[src/rtl/gpio_port_pkg.sv]
package gpio_port_pkg;
  localparam int unsigned PIN_W  = 8;
  localparam int unsigned ADDR_W = 8;

  localparam logic [ADDR_W-1:0] ADR_DATA = 8'h00;
  localparam logic [ADDR_W-1:0] ADR_PULL = 8'h08;
  localparam logic [ADDR_W-1:0] ADR_IEN  = 8'h20;
  localparam logic [ADDR_W-1:0] ADR_PEND = 8'h24;

  typedef struct packed {
    logic sink;
    logic pull;
    logic float;
  } pad_ctl_t;
endpackage

[src/rtl/gpio_rst_sync.sv]
module gpio_rst_sync (
  input  logic clk,
  input  logic rst_n,
  output logic rst_ok
);
  logic [1:0] stage_q;
  logic [1:0] stage_d;

  always_comb begin
    stage_d = {stage_q[0], 1'b1};
  end

  always_ff @(posedge clk or negedge rst_n) begin
    if (!rst_n) begin
      stage_q <= 2'b00;
    end else begin
      stage_q <= stage_d;
    end
  end

  assign rst_ok = stage_q[1];
endmodule

[src/rtl/gpio_pin_sync.sv]
module gpio_pin_sync #(
  parameter int unsigned W = 8
) (
  input  logic         clk,
  input  logic         rst_ok,
  input  logic [W-1:0] pin_in,
  output logic [W-1:0] lvl,
  output logic [W-1:0] lvl_prev
);
  logic [W-1:0] meta_q, lvl_q, prev_q;
  logic [W-1:0] meta_d, lvl_d, prev_d;

  always_comb begin
    meta_d = pin_in;
    lvl_d  = meta_q;
    prev_d = lvl_q;
  end

  // Reset to all ones: pins are pulled high out of reset.
  always_ff @(posedge clk or negedge rst_ok) begin
    if (!rst_ok) begin
      meta_q <= '1;
      lvl_q  <= '1;
      prev_q <= '1;
    end else begin
      meta_q <= meta_d;
      lvl_q  <= lvl_d;
      prev_q <= prev_d;
    end
  end

  assign lvl      = lvl_q;
  assign lvl_prev = prev_q;
endmodule

[src/rtl/gpio_drive_decode.sv]
module gpio_drive_decode
  import gpio_port_pkg::*;
#(
  parameter int unsigned W = 8
) (
  input  logic [W-1:0] data_bits,
  input  logic [W-1:0] pull_bits,
  input  logic         suspend,
  output logic [W-1:0] sink_en,
  output logic [W-1:0] pullup_en,
  output logic [W-1:0] hiz
);
  for (genvar i = 0; i < W; i++) begin : g_pin
    pad_ctl_t ctl;
    always_comb begin
      ctl.sink  = ~data_bits[i] & ~suspend;
      ctl.pull  =  data_bits[i] & ~pull_bits[i];
      ctl.float =  data_bits[i] &  pull_bits[i];
    end
    assign sink_en[i]   = ctl.sink;
    assign pullup_en[i] = ctl.pull;
    assign hiz[i]       = ctl.float;
  end
endmodule

[src/rtl/gpio_pullup_port.sv]
module gpio_pullup_port
  import gpio_port_pkg::*;
#(
  parameter int unsigned          W         = PIN_W,
  parameter int unsigned          AW        = ADDR_W,
  parameter logic [ADDR_W-1:0]    DATA_ADDR = ADR_DATA,
  parameter logic [ADDR_W-1:0]    PULL_ADDR = ADR_PULL,
  parameter logic [ADDR_W-1:0]    IEN_ADDR  = ADR_IEN,
  parameter logic [ADDR_W-1:0]    PEND_ADDR = ADR_PEND
) (
  input  logic          clk,
  input  logic          rst_n,
  input  logic [AW-1:0] bus_addr,
  input  logic          bus_wr,
  input  logic [W-1:0]  bus_wdata,
  output logic [W-1:0]  bus_rdata,
  input  logic [W-1:0]  pin_in,
  input  logic          suspend,
  output logic [W-1:0]  sink_en,
  output logic [W-1:0]  pullup_en,
  output logic [W-1:0]  hiz,
  output logic          irq
);
  logic rst_ok;
  logic [W-1:0] data_q, pull_q, ien_q, pend_q;
  logic [W-1:0] data_d, pull_d, ien_d, pend_d;
  logic         data_we, pull_we, ien_we, pend_we;
  logic [W-1:0] lvl, lvl_prev, edge_evt;

  gpio_rst_sync u_rst (
    .clk    (clk),
    .rst_n  (rst_n),
    .rst_ok (rst_ok)
  );

  gpio_pin_sync #(.W(W)) u_sync (
    .clk      (clk),
    .rst_ok   (rst_ok),
    .pin_in   (pin_in),
    .lvl      (lvl),
    .lvl_prev (lvl_prev)
  );

  gpio_drive_decode #(.W(W)) u_drv (
    .data_bits (data_q),
    .pull_bits (pull_q),
    .suspend   (suspend),
    .sink_en   (sink_en),
    .pullup_en (pullup_en),
    .hiz       (hiz)
  );

  // Pull bit 1 selects rising edges, 0 selects falling edges.
  always_comb begin
    edge_evt = (pull_q & lvl & ~lvl_prev) | (~pull_q & ~lvl & lvl_prev);
  end

  always_comb begin
    data_we = bus_wr && (bus_addr == DATA_ADDR[AW-1:0]);
    pull_we = bus_wr && (bus_addr == PULL_ADDR[AW-1:0]);
    ien_we  = bus_wr && (bus_addr == IEN_ADDR[AW-1:0]);
    pend_we = bus_wr && (bus_addr == PEND_ADDR[AW-1:0]);

    data_d = data_we ? bus_wdata : data_q;
    pull_d = pull_we ? bus_wdata : pull_q;
    ien_d  = ien_we  ? bus_wdata : ien_q;
    // A new edge takes priority over a simultaneous clear.
    pend_d = (pend_q & ~(pend_we ? bus_wdata : '0)) | edge_evt;
  end

  always_ff @(posedge clk or negedge rst_ok) begin
    if (!rst_ok) begin
      data_q <= '1;
      pull_q <= '0;
      ien_q  <= '0;
      pend_q <= '0;
    end else begin
      data_q <= data_d;
      pull_q <= pull_d;
      ien_q  <= ien_d;
      pend_q <= pend_d;
    end
  end

  always_comb begin
    bus_rdata = '0;
    if (bus_addr == DATA_ADDR[AW-1:0]) begin
      bus_rdata = lvl;
    end else if (bus_addr == IEN_ADDR[AW-1:0]) begin
      bus_rdata = ien_q;
    end else if (bus_addr == PEND_ADDR[AW-1:0]) begin
      bus_rdata = pend_q;
    end
  end

  assign irq = |(pend_q & ien_q);
endmodule

[config.mk]
export PLATFORM = sky130hd
export DESIGN_NAME = gpio_pullup_port
export DESIGN_NICKNAME = d
export VERILOG_FILES = /design/src/rtl/gpio_port_pkg.sv /design/src/rtl/gpio_rst_sync.sv /design/src/rtl/gpio_pin_sync.sv /design/src/rtl/gpio_drive_decode.sv /design/src/rtl/gpio_pullup_port.sv
export SDC_FILE = /design/constraint.sdc
export NUM_CORES = 1
export LEC_CHECK = 0
export BUFFER_PORTS_ARGS = -buffer_cell sky130_fd_sc_hd__clkbuf_2
export CORE_MARGIN = 2
export CORE_UTILIZATION = 45
export DETAILED_ROUTE_END_ITERATION = 10
export GPL_TIMING_DRIVEN = 0
export PLACE_DENSITY = 0.69
export SYNTH_ARGS = -nofsm -noshare
export SYNTH_HDL_FRONTEND = slang
export SYNTH_SLANG_ARGS = --single-unit
export TNS_END_PERCENT = 1
[constraint.sdc]
create_clock -name clk -period 2.13 [get_ports clk]
set_input_delay 0.213 -clock clk [delete_from_list [all_inputs] [get_ports clk]]
set_output_delay 0.213 -clock clk [all_outputs]
set_load 0.05 [all_outputs]
==> impl_metrics.json <==
{
  "seq_area_frac_synth": 0.592,
  "switchingPower_mw": 0.616,
  "die_w_um": 78.8,
  "die-area_sq_um": 6210,
  "port_buffers": 59,
  "synth_xor_xnor_area_share": 0,
  "cts_root_buffer": "clkbuf_8",
  "cts_tree": "done",
  "grt_first_pass_wirelength_um": 8630,
  "synthAdderAreaFrac": 0,
  "seqPwrFrac": 0.514,
  "syn2layout_area_growth_pct": 26.6,
  "dr.pass1.iters": 4,
  "viasPerCell": 5.10,
  "antenna_found_initial": 0,
  "cts_setup_buffers": 0,
  "synth_compound_area_frac": 0.0874,
  "hold_viol": 0,
  "r2r_end": "pend_q[5]$_DFF_PN0_",
  "htree_levels": 3,
  "cp-end-kind": "output port",
  "start_util": 0.460,
  "cts_resized": 0,
  "max_cap_violations": 0,
  "grt_pass1_vias": 1799,
  "setup_viol": 0,
  "drc_errors": 0,
  "cellLeakagePower_nw": 1.41,
  "fin_tns_setup_ns": 0,
  "slowest_delay_ns": 0.49,
  "clk_pin_slew_ns": 0.06,
  "routabilityCongestion": 0.742,
  "critPathLaunch": "bus_addr[2]",
  "io_pins": 61,
  "worstPathArrival_ns": 1.73,
  "critPathSlowestCell": "buf_1",
  "power.total_mw": 2.37,
  "clockBufferDepth": 2,
  "clockPowerShare": 0.374,
  "worst_slew_pin_slew_ns": 0.641,
  "wl_um": 5260,
  "nets": 298,
  "cts_made_buffers": 9,
  "cp_top_family": "buffers and inverters",
  "grt_max_degree": 30,
  "path_depth": 6,
  "drt_iter0_drc": 110,
  "synth-simple-area-share": 0.168,
  "r2r_start": "u_sync.lvl[5]$_DFF_PN1_",
  "max_slew_margin": 0.571,
  "comb_power_share": 0.113,
  "post_synth_num_cell_types": 26,
  "yosys-top-cells-area": "dfstp_2 33%, dfrtp_1 26%, mux2_2 14%, nor2b_1 4.0%, a211o_1 2.8%",
  "reg2reg_slack_ns": 1.11,
  "cp_cell_sequence": "clkbuf_2 -> buf_1 -> mux2_2 -> a32oi_1 -> nor2_1 -> clkbuf_2",
  "crit_fanout": 10,
  "period_minus_slack_ns": 1.94,
  "syn-num-nets": 218,
  "clk_latency_ns": 0.34,
  "yosysTopAreaCellShare": 0.334,
  "grt-ovfl-total": 0,
  "powerDensity_nw_per_um2": 744,
  "coreArea_sq_um": 5470,
  "track_usage": 0.187,
  "die_h_um": 78.8,
  "yosysWarnings": 0,
  "wire_per_inst_um": 15.2,
  "rsz0062_at_grt": "no",
  "layout-drive-gt1-share": 0.527,
  "clock_skew_ns": 0.0102,
  "num_vias": 1770,
  "slew_violations": 0,
  "dp_hpwl_um": 3550,
  "fin_hold_ws_ns": 0.166,
  "final_antenna_net_count": 0,
  "cp-start-kind": "input pin",
  "synth_area_sq_um": 2520,
  "insertedDiodeCount": 0,
  "syn_inst": 190,
  "ys_seq_elements": 58,
  "switching_share": 0.260,
  "avgSynthCellArea_sq_um": 13.3,
  "p_int_mw": 1.76,
  "synth_area_leader_cell": "dfstp_2",
  "synth_mux_area_frac": 0.143,
  "peakVddDrop_mv": 0.417,
  "crit_end": "bus_rdata[3]",
  "status": "finished, final reports clean",
  "crit_type": "input pin to output port",
  "cp.buffers_inverters": 3,
  "nFillCells": 494,
  "fmax_ghz": 0.515,
  "cp_common_cell": "clkbuf_2",
  "num_rows": 27,
  "clock-sinks": 58,
  "worstRegToRegCells": 2,
  "timing.final.crit_share": 0.911,
  "hp-class": "input pin to flip-flop",
  "synth_top_family_by_area": "simple AND/OR/NAND/NOR gates",
  "crit_required_ns": 1.92
}
[power by group through the flow]
stage,Combinational [mW],Sequential (mW),Clock (mW)
floorplan,0.181,1.23,0
global route,0.288,1.23,0.974
finish,0.268,1.22,0.887
global placement,0.240,1.24,0
CTS,0.271,1.22,0.909
detailed placement,0.257,1.24,0
[worst min path at each step]
stage,start,end,slack (ns),cells past startpoint
floorplan,rst_n,u_rst.stage_q[0]$_DFF_PN0_,-0.08,0
global placement,rst_n,u_rst.stage_q[0]$_DFF_PN0_,0.001,1
detailed placement,rst_n,u_rst.stage_q[0]$_DFF_PN0_,0.001,1
CTS,bus_wdata[5],pull_q[5]$_DFFE_PN0P_,0.16,2
global route,bus_wdata[1],pull_q[1]$_DFFE_PN0P_,0.16,2
finish,bus_wdata[5],data_q[5]$_DFFE_PN1P_,0.17,2
[state kept, by name, indices dropped and copies added, names as in the netlist]
name and count:
data_q 8, ien_q 8, pend_q 8, pull_q 8, u_rst.stage_q 2, u_sync.lvl 8, u_sync.lvl_d 8, u_sync.lvl_prev 8
[cells in the mapped netlist, drive strengths merged]
master,instances
dfstp,32
mux2,32
dfrtp,26
nor2,16
nor2b,16
a211o,8
a32oi,8
and2,8
nand2,8
nand2b,8
o22ai,8
a22oi,4
buf,3
nor3b,3
and4,1
clkbuf,1
clkinv,1
conb,1
nand4,1
nand4b,1
nor4,1
nor4b,1
or3,1
or4b,1
[what timing repair did]
item,4_1_cts,5_1_grt
endpoints found under the setup margin,0,0
endpoints found under the hold margin,10,0
hold buffers,9,0
[stage by stage]
stage,util,instance area (sq um),cells,setup WS (ns)
2_1_floorplan,-,2520,190,0.400
3_3_place_gp,0.531,2910,321,-0.193
3_5_place_dp,0.535,2930,322,-0.00119
4_1_cts,0.583,3190,347,0.187
5_1_grt,0.583,3190,347,0.0835
6_report,0.583,3190,347,0.189
[routing by layer]
layer  part of all wire  GRT usage  wire length [um]
met5                  0          0                 0
met4             0.0080     0.0569                42
met3              0.069     0.0795               365
met2               0.48      0.306              2550
met1               0.44      0.225              2310
[layout by cell type (no fill, tap or decap), types with 2 or more instances in the layout]
cell type | synthesis | final
clkbuf_2 | 0 | 59
mux2_2 | 32 | 32
dfstp_2 | 32 | 32
dfrtp_1 | 26 | 25
nor2_1 | 16 | 16
nor2b_1 | 16 | 16
clkbuf_8 | 0 | 11
dlygate4sd3_1 | 0 | 9
a32oi_1 | 8 | 8
nand2_1 | 8 | 8
nand2b_1 | 8 | 8
o22ai_1 | 8 | 8
a211o_1 | 8 | 8
and2_1 | 8 | 8
a22oi_1 | 4 | 4
clkbuf_1 | 1 | 3
clkinv_2 | 0 | 3
buf_1 | 2 | 2
nor3b_4 | 2 | 2
[logic make-up (layout without fill, tap and decap cells)]
kind of cell | count (synthesis) | after routing
AOI/OAI and AO/OA | 28 | 28
buffers and inverters | 5 | 90
DFF | 58 | 58
muxes | 32 | 32
other | 1 | 1
and+or+nand+nor | 66 | 66
[area by class of cell]
cell class | instances | area (sq um) | share of cell area
well taps | 72 | 90.1 | 0.0282
flip-flops and latches | 58 | 1490 | 0.468
repair buffers | 69 | 405 | 0.127
inverters | 1 | 3.75 | 0.00118
clock inverters | 3 | 15.0 | 0.00471
clock buffers | 13 | 159 | 0.0498
multi-input cells | 127 | 1010 | 0.316
plain buffers | 4 | 16.3 | 0.00510
(Power assumes the default switching activity.)
